--- config.mk ---
export PLATFORM = sky130hd
export DESIGN_NAME = lu_interlock
export DESIGN_NICKNAME = d
export VERILOG_FILES = /design/src/rtl/lu_pkg.sv /design/src/rtl/lu_src_cmp.sv /design/src/rtl/lu_ctrl_zero.sv /design/src/rtl/lu_interlock.sv
export SDC_FILE = /design/constraint.sdc
export NUM_CORES = 1
export LEC_CHECK = 0
export ABC_AREA = 1
export CAP_MARGIN = 20
export CORE_AREA = 3 3 40 42
export DETAILED_ROUTE_END_ITERATION = 16
export DIE_AREA = 0 0 43 45
export PLACE_DENSITY = 0.71
export SYNTH_ARGS = -nofsm -noshare
export SYNTH_HDL_FRONTEND = slang
export SYNTH_SLANG_ARGS = --single-unit
--- constraint.sdc ---
create_clock -name vclk -period 1.3
set_input_delay 0.195 -clock vclk [all_inputs]
set_output_delay 0.195 -clock vclk [all_outputs]
set_load 0.02 [all_outputs]
--- src/rtl/lu_pkg.sv ---
package lu_pkg;
  localparam int unsigned DEF_REG_AW = 5;
  localparam int unsigned DEF_CTRL_W = 8;
  localparam int unsigned NUM_SRC    = 2;
  localparam int unsigned CB_MEMRD   = 0;
  localparam int unsigned CB_MEMWR   = 1;
  localparam int unsigned CB_REGWR   = 2;

  // true when a producer writing 'dst' feeds a reader of 'src'
  function automatic logic reg_dep(input logic [31:0] dst, input logic [31:0] src);
    return (dst != 32'd0) && (dst == src);
  endfunction
endpackage

--- src/rtl/lu_src_cmp.sv ---
module lu_src_cmp #(
  parameter int unsigned REG_AW = lu_pkg::DEF_REG_AW
) (
  input  logic              is_load,
  input  logic [REG_AW-1:0] dst,
  input  logic [REG_AW-1:0] src,
  output logic              hit
);
  localparam int unsigned PAD = 32 - REG_AW;
  logic dep;

  always_comb begin
    dep = lu_pkg::reg_dep({{PAD{1'b0}}, dst}, {{PAD{1'b0}}, src});
    hit = is_load & dep;
  end
endmodule

--- src/rtl/lu_ctrl_zero.sv ---
module lu_ctrl_zero #(
  parameter int unsigned CTRL_W = lu_pkg::DEF_CTRL_W
) (
  input  logic              zero_sel,
  input  logic [CTRL_W-1:0] ctrl_in,
  output logic [CTRL_W-1:0] ctrl_out
);
  always_comb begin
    ctrl_out = zero_sel ? '0 : ctrl_in;
  end
endmodule

--- src/rtl/lu_interlock.sv ---
module lu_interlock #(
  parameter int unsigned REG_AW = lu_pkg::DEF_REG_AW,
  parameter int unsigned CTRL_W = lu_pkg::DEF_CTRL_W
) (
  input  logic              ex_mem_read,
  input  logic [REG_AW-1:0] ex_dst,
  input  logic [REG_AW-1:0] id_src_a,
  input  logic [REG_AW-1:0] id_src_b,
  input  logic [CTRL_W-1:0] dec_ctrl,
  output logic              pc_wr_en,
  output logic              ifid_wr_en,
  output logic              bubble_sel,
  output logic [CTRL_W-1:0] idex_ctrl
);
  localparam int unsigned NSRC = lu_pkg::NUM_SRC;

  logic [REG_AW-1:0] srcs [NSRC];
  logic [NSRC-1:0]   src_hit;
  logic              stall_evt;

  assign srcs[0] = id_src_a;
  assign srcs[1] = id_src_b;

  for (genvar g = 0; g < NSRC; g++) begin : g_cmp
    lu_src_cmp #(.REG_AW(REG_AW)) u_cmp (
      .is_load (ex_mem_read),
      .dst     (ex_dst),
      .src     (srcs[g]),
      .hit     (src_hit[g])
    );
  end

  assign stall_evt  = |src_hit;
  assign pc_wr_en   = ~stall_evt;
  assign ifid_wr_en = ~stall_evt;
  assign bubble_sel = stall_evt;

  lu_ctrl_zero #(.CTRL_W(CTRL_W)) u_zero (
    .zero_sel (bubble_sel),
    .ctrl_in  (dec_ctrl),
    .ctrl_out (idex_ctrl)
  );

  always_comb begin
    p_stall_src_a_r1: assert (!(ex_mem_read && ex_dst != '0 && ex_dst == id_src_a) || !pc_wr_en);
    p_stall_src_b_r2: assert (!(ex_mem_read && ex_dst != '0 && ex_dst == id_src_b) || !ifid_wr_en);
    p_no_load_no_stall_r3: assert (ex_mem_read || (pc_wr_en && ifid_wr_en && !bubble_sel));
    p_zero_reg_free_r4: assert (ex_dst != '0 || (pc_wr_en && !bubble_sel));
    p_bubble_zero_r6: assert (!bubble_sel || idex_ctrl == '0);
    p_pass_ctrl_r6: assert (bubble_sel || idex_ctrl == dec_ctrl);
    p_enables_agree_r7: assert (pc_wr_en == ifid_wr_en && pc_wr_en != bubble_sel);
  end
endmodule

[Yosys cells after proc, flatten, opt, wreduce, memory -nomap -nowiden]
Index checks and enable logic that the tools add are counted.
Word-level totals
  bits in registers: 0
  input bits: 24
  logic and storage cells: 10
Cells by class
  eq/ne operators: 2
  mux-type cells: 1
  bitwise gates (word level): 3
  reduce and logical (&&, ||, !) cells: 4
Operator list (count)
  5-bit == test: 2
  8-bit 2-to-1 mux: 1
  5-bit nonzero test: 1
  1-bit bitwise AND: 2
  1-bit logical AND: 2
  2-bit OR reduction: 1
  1-bit inverter: 1

[Longest topological paths before layout]
Gate-level depths: netlist (run 1).
  word-level depth: 5
  depth in mapped cells: 8
  mapped depth without buffers: 8

[By module]
A second synthesis (run 1) with hierarchy kept.
Unflattened totals
  cells, all modules: 80
  area total of the unflattened synthesis: 314.1 µm²
By module, submodules not included
  lu_src_cmp: instances 2, cells each 29, area each 110.1 µm², seq. area each 0.0 µm²
  lu_ctrl_zero: instances 1, cells each 17, area each 71.3 µm², seq. area each 0.0 µm²
  lu_interlock: instances 1, cells each 5, area each 22.5 µm², seq. area each 0.0 µm²

[Least setup slack after synthesis (run 1)]
Ideal clock, no wire load.
  kind: input to output
  start point: input port ex_dst[3]
  end point: output port idex_ctrl[0]
  arrival time: 915 ps
  data required time: 1105 ps
  slack: 190 ps
  stages on the path: 5
  path buffers: 0
  path through: inv_2 -> nand3_1 -> o21ai_1 -> inv_2 -> a21oi_1
On the way
  word-level cells in the longest chain between the ends: 5
  elaborated cells on any way between the ends: 9
Ends and longest elaborated chain
  from (decl): line lu_interlock.sv:6  | input logic [REG_AW-1:0] ex_dst,
  5-bit == test / 5-bit nonzero test (equally long branches): line lu_pkg.sv:11  | return (dst != 32'd0) && (dst == src);
  1-bit logical AND: line lu_pkg.sv:11
  1-bit bitwise AND: line lu_src_cmp.sv:14  | hit = is_load & dep;
  2-bit OR reduction *: line lu_interlock.sv:33  | assign stall_evt = |src_hit;
  8-bit 2-to-1 mux *: line lu_ctrl_zero.sv:9  | ctrl_out = zero_sel ? '0 : ctrl_in;
  to (decl): line lu_interlock.sv:13  | output logic [CTRL_W-1:0] idex_ctrl
Mark *: on every way between the ends. The rest lies on a longest branch, timed or not.

[Worst setup path after layout (run 1)]
  start point: input port ex_dst[4]
  end point: output port idex_ctrl[6]
The elaborated chain is that of the path after synthesis.

==> results of run 1 <==
[Yosys cell counts]
master,instances,area [um2]
a21oi_1,8,40.0
nor2_2,2,12.5
nor2_1,2,7.51
xnor2_1,2,17.5
inv_2,7,26.3
inv_1,16,60.1
nand2_1,23,86.3
nand3_1,1,5.00
o21ai_1,1,5.00
nand3_2,2,20.0
nand2_4,2,22.5
buf_4,1,7.51
nand2_2,2,12.5
[logic make-up after synthesis]
logic type / Yosys count / share of synthesized area (%)
XOR/XNOR: 2 / 5.43
buffers and inverters: 24 / 29.1
AO/OA/AOI/OAI: 9 / 14.0
AND/OR/NAND/NOR: 34 / 51.5
[stage by stage]
stage                     cells  hold slack [ps]  area [um2]
after floorplan              69              507         323
after global placement      118             1390         684
final                       120              938         781
after detailed placement    118             1400         684
after global routing        120              975         781
after CTS                   120              944         733
[area by class of cell]
type	instances	area share (%)
multi-input combinational	46	40.5
tap	15	2.40
inverter	23	13.3
timing repair inverter	1	0.962
timing repair buffer	35	42.8
[placed cells by master (no fill, tap or decap), drive strengths merged]
cell            n
clkdlybuf4s15   1
clkdlybuf4s50   8
clkbuf          1
a21oi           8
nand3           3
inv            23
nand2          28
dlygate4sd2     1
o21ai           1
clkinvlp        1
nor2            4
buf            24
xnor2           2
[metal layers]
layer	track usage [%]	vias up	routed length (um)	part of all wire [%]
li1	-	270	-	-
met1	15.2	222	472	38
met2	21.9	14	699	56
met3	1.59	0	67	5.4
met4	1.81	0	0	0
met5	0	-	0	0
[report_power, final]
group / switching (uW) / internal (uW)
Sequential: 0 / 0
Combinational: 137 / 138
Clock: 0 / 0
[worst max-delay path: stages]
cell and delay [ps]:
buf_8 110, inv_4 50, nand3_4 70, o21ai_4 180, clkinvlp_4 190, a21oi_2 180
buf_4 150
[repair_timing]
action | in CTS | in global routing
cloned | 2 | 0
endpoints found under the setup margin | 11 | 11
pin swaps | 28 | 17
hold buffers | 0 | 0
resized for setup | 144 | 15
[how the worst max path moves through the flow]
stage	from	end	cells past startpoint
detailed placement	ex_dst[0]	bubble_sel	10
CTS	ex_dst[4]	idex_ctrl[7]	7
floorplan	ex_dst[3]	idex_ctrl[0]	5
global placement	ex_dst[0]	bubble_sel	10
finish	ex_dst[4]	idex_ctrl[6]	7
global route	ex_dst[4]	idex_ctrl[6]	7
==> results.json, run 1 <==
{
  "cts_setup_buffers": 0,
  "grt_pass1_wl_um": 1870,
  "drv_cap": 0,
  "seq_cells": 0,
  "drive_gt1_share_pct": 54.3,
  "syn_inst": 69,
  "required_ps": 1110,
  "rsz0062_at_grt": "true",
  "critPathLaunchType": "input port",
  "rows": 13,
  "final_util_pct": 60.8,
  "grt_overflow": 0,
  "min-delay-start": "ex_dst[1]",
  "cp.arrival_ps": 1130,
  "die_w_um": 43,
  "syn_to_final_growth_pct": 142,
  "leakagePower_uw": 0.000445,
  "grt_max_degree": 6,
  "crit_fanout": 4,
  "crit_type": "in -> out",
  "drtIter0Drc": 4,
  "fp.dieH_um": 45,
  "violations": "negative setup slack",
  "slew_headroom_pct": 88.0,
  "yosysWarnings": 0,
  "whs_path_depth": 7,
  "min_to": "idex_ctrl[0]",
  "dp_hpwl_um": 904,
  "syn_area_per_cell_um2": 4.68,
  "setup_violations": 1,
  "dieArea_mm2": 0.00194,
  "multi_input_area_um2": 317,
  "dp_slack_ps": -820,
  "nClkBuffers": 0,
  "antenna_found_initial": 0,
  "seq_area_um2": 0,
  "grt_pass1_vias": 420,
  "drtAntennaViolNets": 0,
  "place_congestion": 0.707,
  "p_total_uw": 274,
  "max_freq_ghz": 0.755,
  "status": "complete, but fails checks",
  "wire_per_inst_um": 10.3,
  "syn_area_um2": 323,
  "numPortBuffers": 35,
  "yosysSeqAreaShare_pct": 0,
  "drt_wl_total_um": 1240,
  "power_density_mw_per_mm2": 351,
  "setup_tns_ps": -24.0,
  "ys_types": 13,
  "drcViolationCount": 0,
  "synthesis.nets": 93,
  "firstDrtPassIters": 3,
  "period_needed_ps": 1320,
  "pin_count": 35,
  "hp-class": "in -> out",
  "finalWorstSetupSlack_ps": -24.0,
  "finalNetCount": 131,
  "fin_crit_sh_pct": 102,
  "viasPerCell": 4.22,
  "fp.coreArea_mm2": 0.00128,
  "finalHoldViolCount": 0,
  "fillerInstances": 139,
  "diodes": 0,
  "ir_drop_v": 0.000143,
  "slew_violations": 0,
  "via_count": 506,
  "worstMarginPinSlew_ps": 179,
  "setup.worst_path.end_class": "primary output",
  "initial_utilization_pct": 25.1,
  "grt_usage_pct": 11.9
}
Note: power is estimated with default switching activity, not from simulation.
==> inputs of run 2 (changes only) <==
--- a/config.mk
+++ b/config.mk
@@ -11,6 +11,8 @@
 export DETAILED_ROUTE_END_ITERATION = 16
 export DIE_AREA = 0 0 43 45
 export PLACE_DENSITY = 0.71
+export SETUP_SLACK_MARGIN = 0.15
+export SLEW_MARGIN = 20
 export SYNTH_ARGS = -nofsm -noshare
 export SYNTH_HDL_FRONTEND = slang
 export SYNTH_SLANG_ARGS = --single-unit
==> run 2 against run 1 <==
  * Non-clock buffer count up 2
  * Hold slack better by 7.5 ps
  * Routed wire length up 18%
  * Maximum frequency down 0.65%
  * Critical endpoint is now idex_ctrl[2]
  * Utilization up 6.6 points
  * Critical path type unchanged
  * Via count up 5.1%
  * Final cell count up 1.7%
  * Largest cell class unchanged
  * Critical path depth unchanged
  * The flow still finishes with violations (negative setup slack)
  * Power up 15%
==> results.json, run 2 (same netlist as run 1, synthesis figures left out) <==
{
  "pin_count": 35,
  "worstMarginPinSlew_ps": 161,
  "fp.coreArea_mm2": 0.00128,
  "seq_cells": 0,
  "fp.dieH_um": 45,
  "firstDrtPassIters": 4,
  "wire_per_inst_um": 12.0,
  "drv_cap": 0,
  "slew_headroom_pct": 89.2,
  "startpoint": "ex_dst[4]",
  "layout_commonest_cell": "nand2_1",
  "critPathLaunchType": "input port",
  "finalHoldViolCount": 0,
  "fin_area_um2": 866,
  "required_ps": 1110,
  "diodes": 0,
  "grt_pass1_wl_um": 1980,
  "final_util_pct": 67.4,
  "layout_common_cells": "nand2_1, inv_1, buf_6, clkdlybuf4s50_1, a21oi_2",
  "nClkBuffers": 0,
  "status": "complete, but fails checks",
  "power_density_mw_per_mm2": 364,
  "cts_hold_buf": 0,
  "finalWorstSetupSlack_ps": -32.6,
  "max_freq_ghz": 0.750,
  "hp-class": "in -> out",
  "dp_hpwl_um": 904,
  "drive_gt1_share_pct": 57.0,
  "syn_to_final_growth_pct": 168,
  "place_congestion": 0.707,
  "slew_violations": 0,
  "route.met2.wl_um": 865,
  "antenna_found_initial": 0,
  "rows": 13,
  "numPortBuffers": 35,
  "die_w_um": 43,
  "crit_type": "in -> out",
  "finalNetCount": 133,
  "crit_fanout": 4,
  "wl_met3_um": 73,
  "p_total_uw": 316,
  "initial_utilization_pct": 25.1,
  "drtAntennaViolNets": 0,
  "drtIter0Drc": 7,
  "dp_cells": 118,
  "cp.arrival_ps": 1140,
  "min-delay-start": "ex_dst[1]",
  "violations": "negative setup slack",
  "maxUsedRoutingLayer": "met3",
  "rsz0062_at_grt": "true",
  "finalNonFillerCells": 122,
  "seq_area_um2": 0,
  "wl_met1_um": 519,
  "grt_pass1_vias": 428,
  "setup_violations": 1,
  "drt_wl_total_um": 1460,
  "grt_overflow": 0,
  "whs_ps": 945,
  "dieArea_mm2": 0.00194,
  "grt_usage_pct": 12.9,
  "placed_cell_area_um2": 684,
  "ir_drop_v": 0.000183,
  "fillerInstances": 120,
  "period_needed_ps": 1330,
  "via_count": 532,
  "leakagePower_uw": 0.000470,
  "setup.worst_path.end_class": "primary output",
  "drcViolationCount": 0,
  "fin_crit_sh_pct": 103,
  "grt_max_degree": 6,
  "viasPerCell": 4.36
}
==> run 2: critical path, stage by stage <==
cell        delay [ps]
buf_8              100
inv_4               50
nand3_4             80
o21ai_4            170
clkinvlp_4         180
a21oi_2            210
buf_6              140
==> run 2: final timing paths <==
path | end | slack [ps] | cells after the start
worst max-delay path | idex_ctrl[2] | -30 | 7
worst min-delay path | idex_ctrl[7] | 950 | 7
==> run 2: per-stage QoR <==
step,setup WS [ps],TNS (ps)
after detailed placement,-820,-8350
after global placement,-814,-8210
after global routing,-70.6,-265
after CTS,-0.524,-0.524
after floorplan,190,0
final,-32.6,-32.6
==> run 2: repair_timing <==
action,in CTS,in global routing
setup endpoints to repair,11,11
gates resized for setup,157,19
pin swaps,29,18
gates cloned,2,0
buffers inserted,0,2
==> run 2: layout make-up <==
cell class	instances	area, um2	share of cell area [%]
timing repair inverter	1	7.51	0.867
multi-input combinational	46	354	40.9
timing repair buffer	37	377	43.5
inverter	23	109	12.6
tap	15	18.8	2.17
==> run 2: metal layers <==
layer	vias up	GRT usage, %
li1	277	-
met1	239	15.2
met2	16	26.3
met3	0	1.20
met4	0	0.602
met5	-	0
==> run 2: power breakdown <==
| part | leakage [uW] | switching [uW] | total (uW) | internal [uW] |
|---|---|---|---|---|
| clock network | 0 | 0 | 0 | 0 |
| logic | 0.000470 | 156 | 316 | 160 |
| registers | 0 | 0 | 0 | 0 |
| total | 0.000470 | 156 | 316 | 160 |
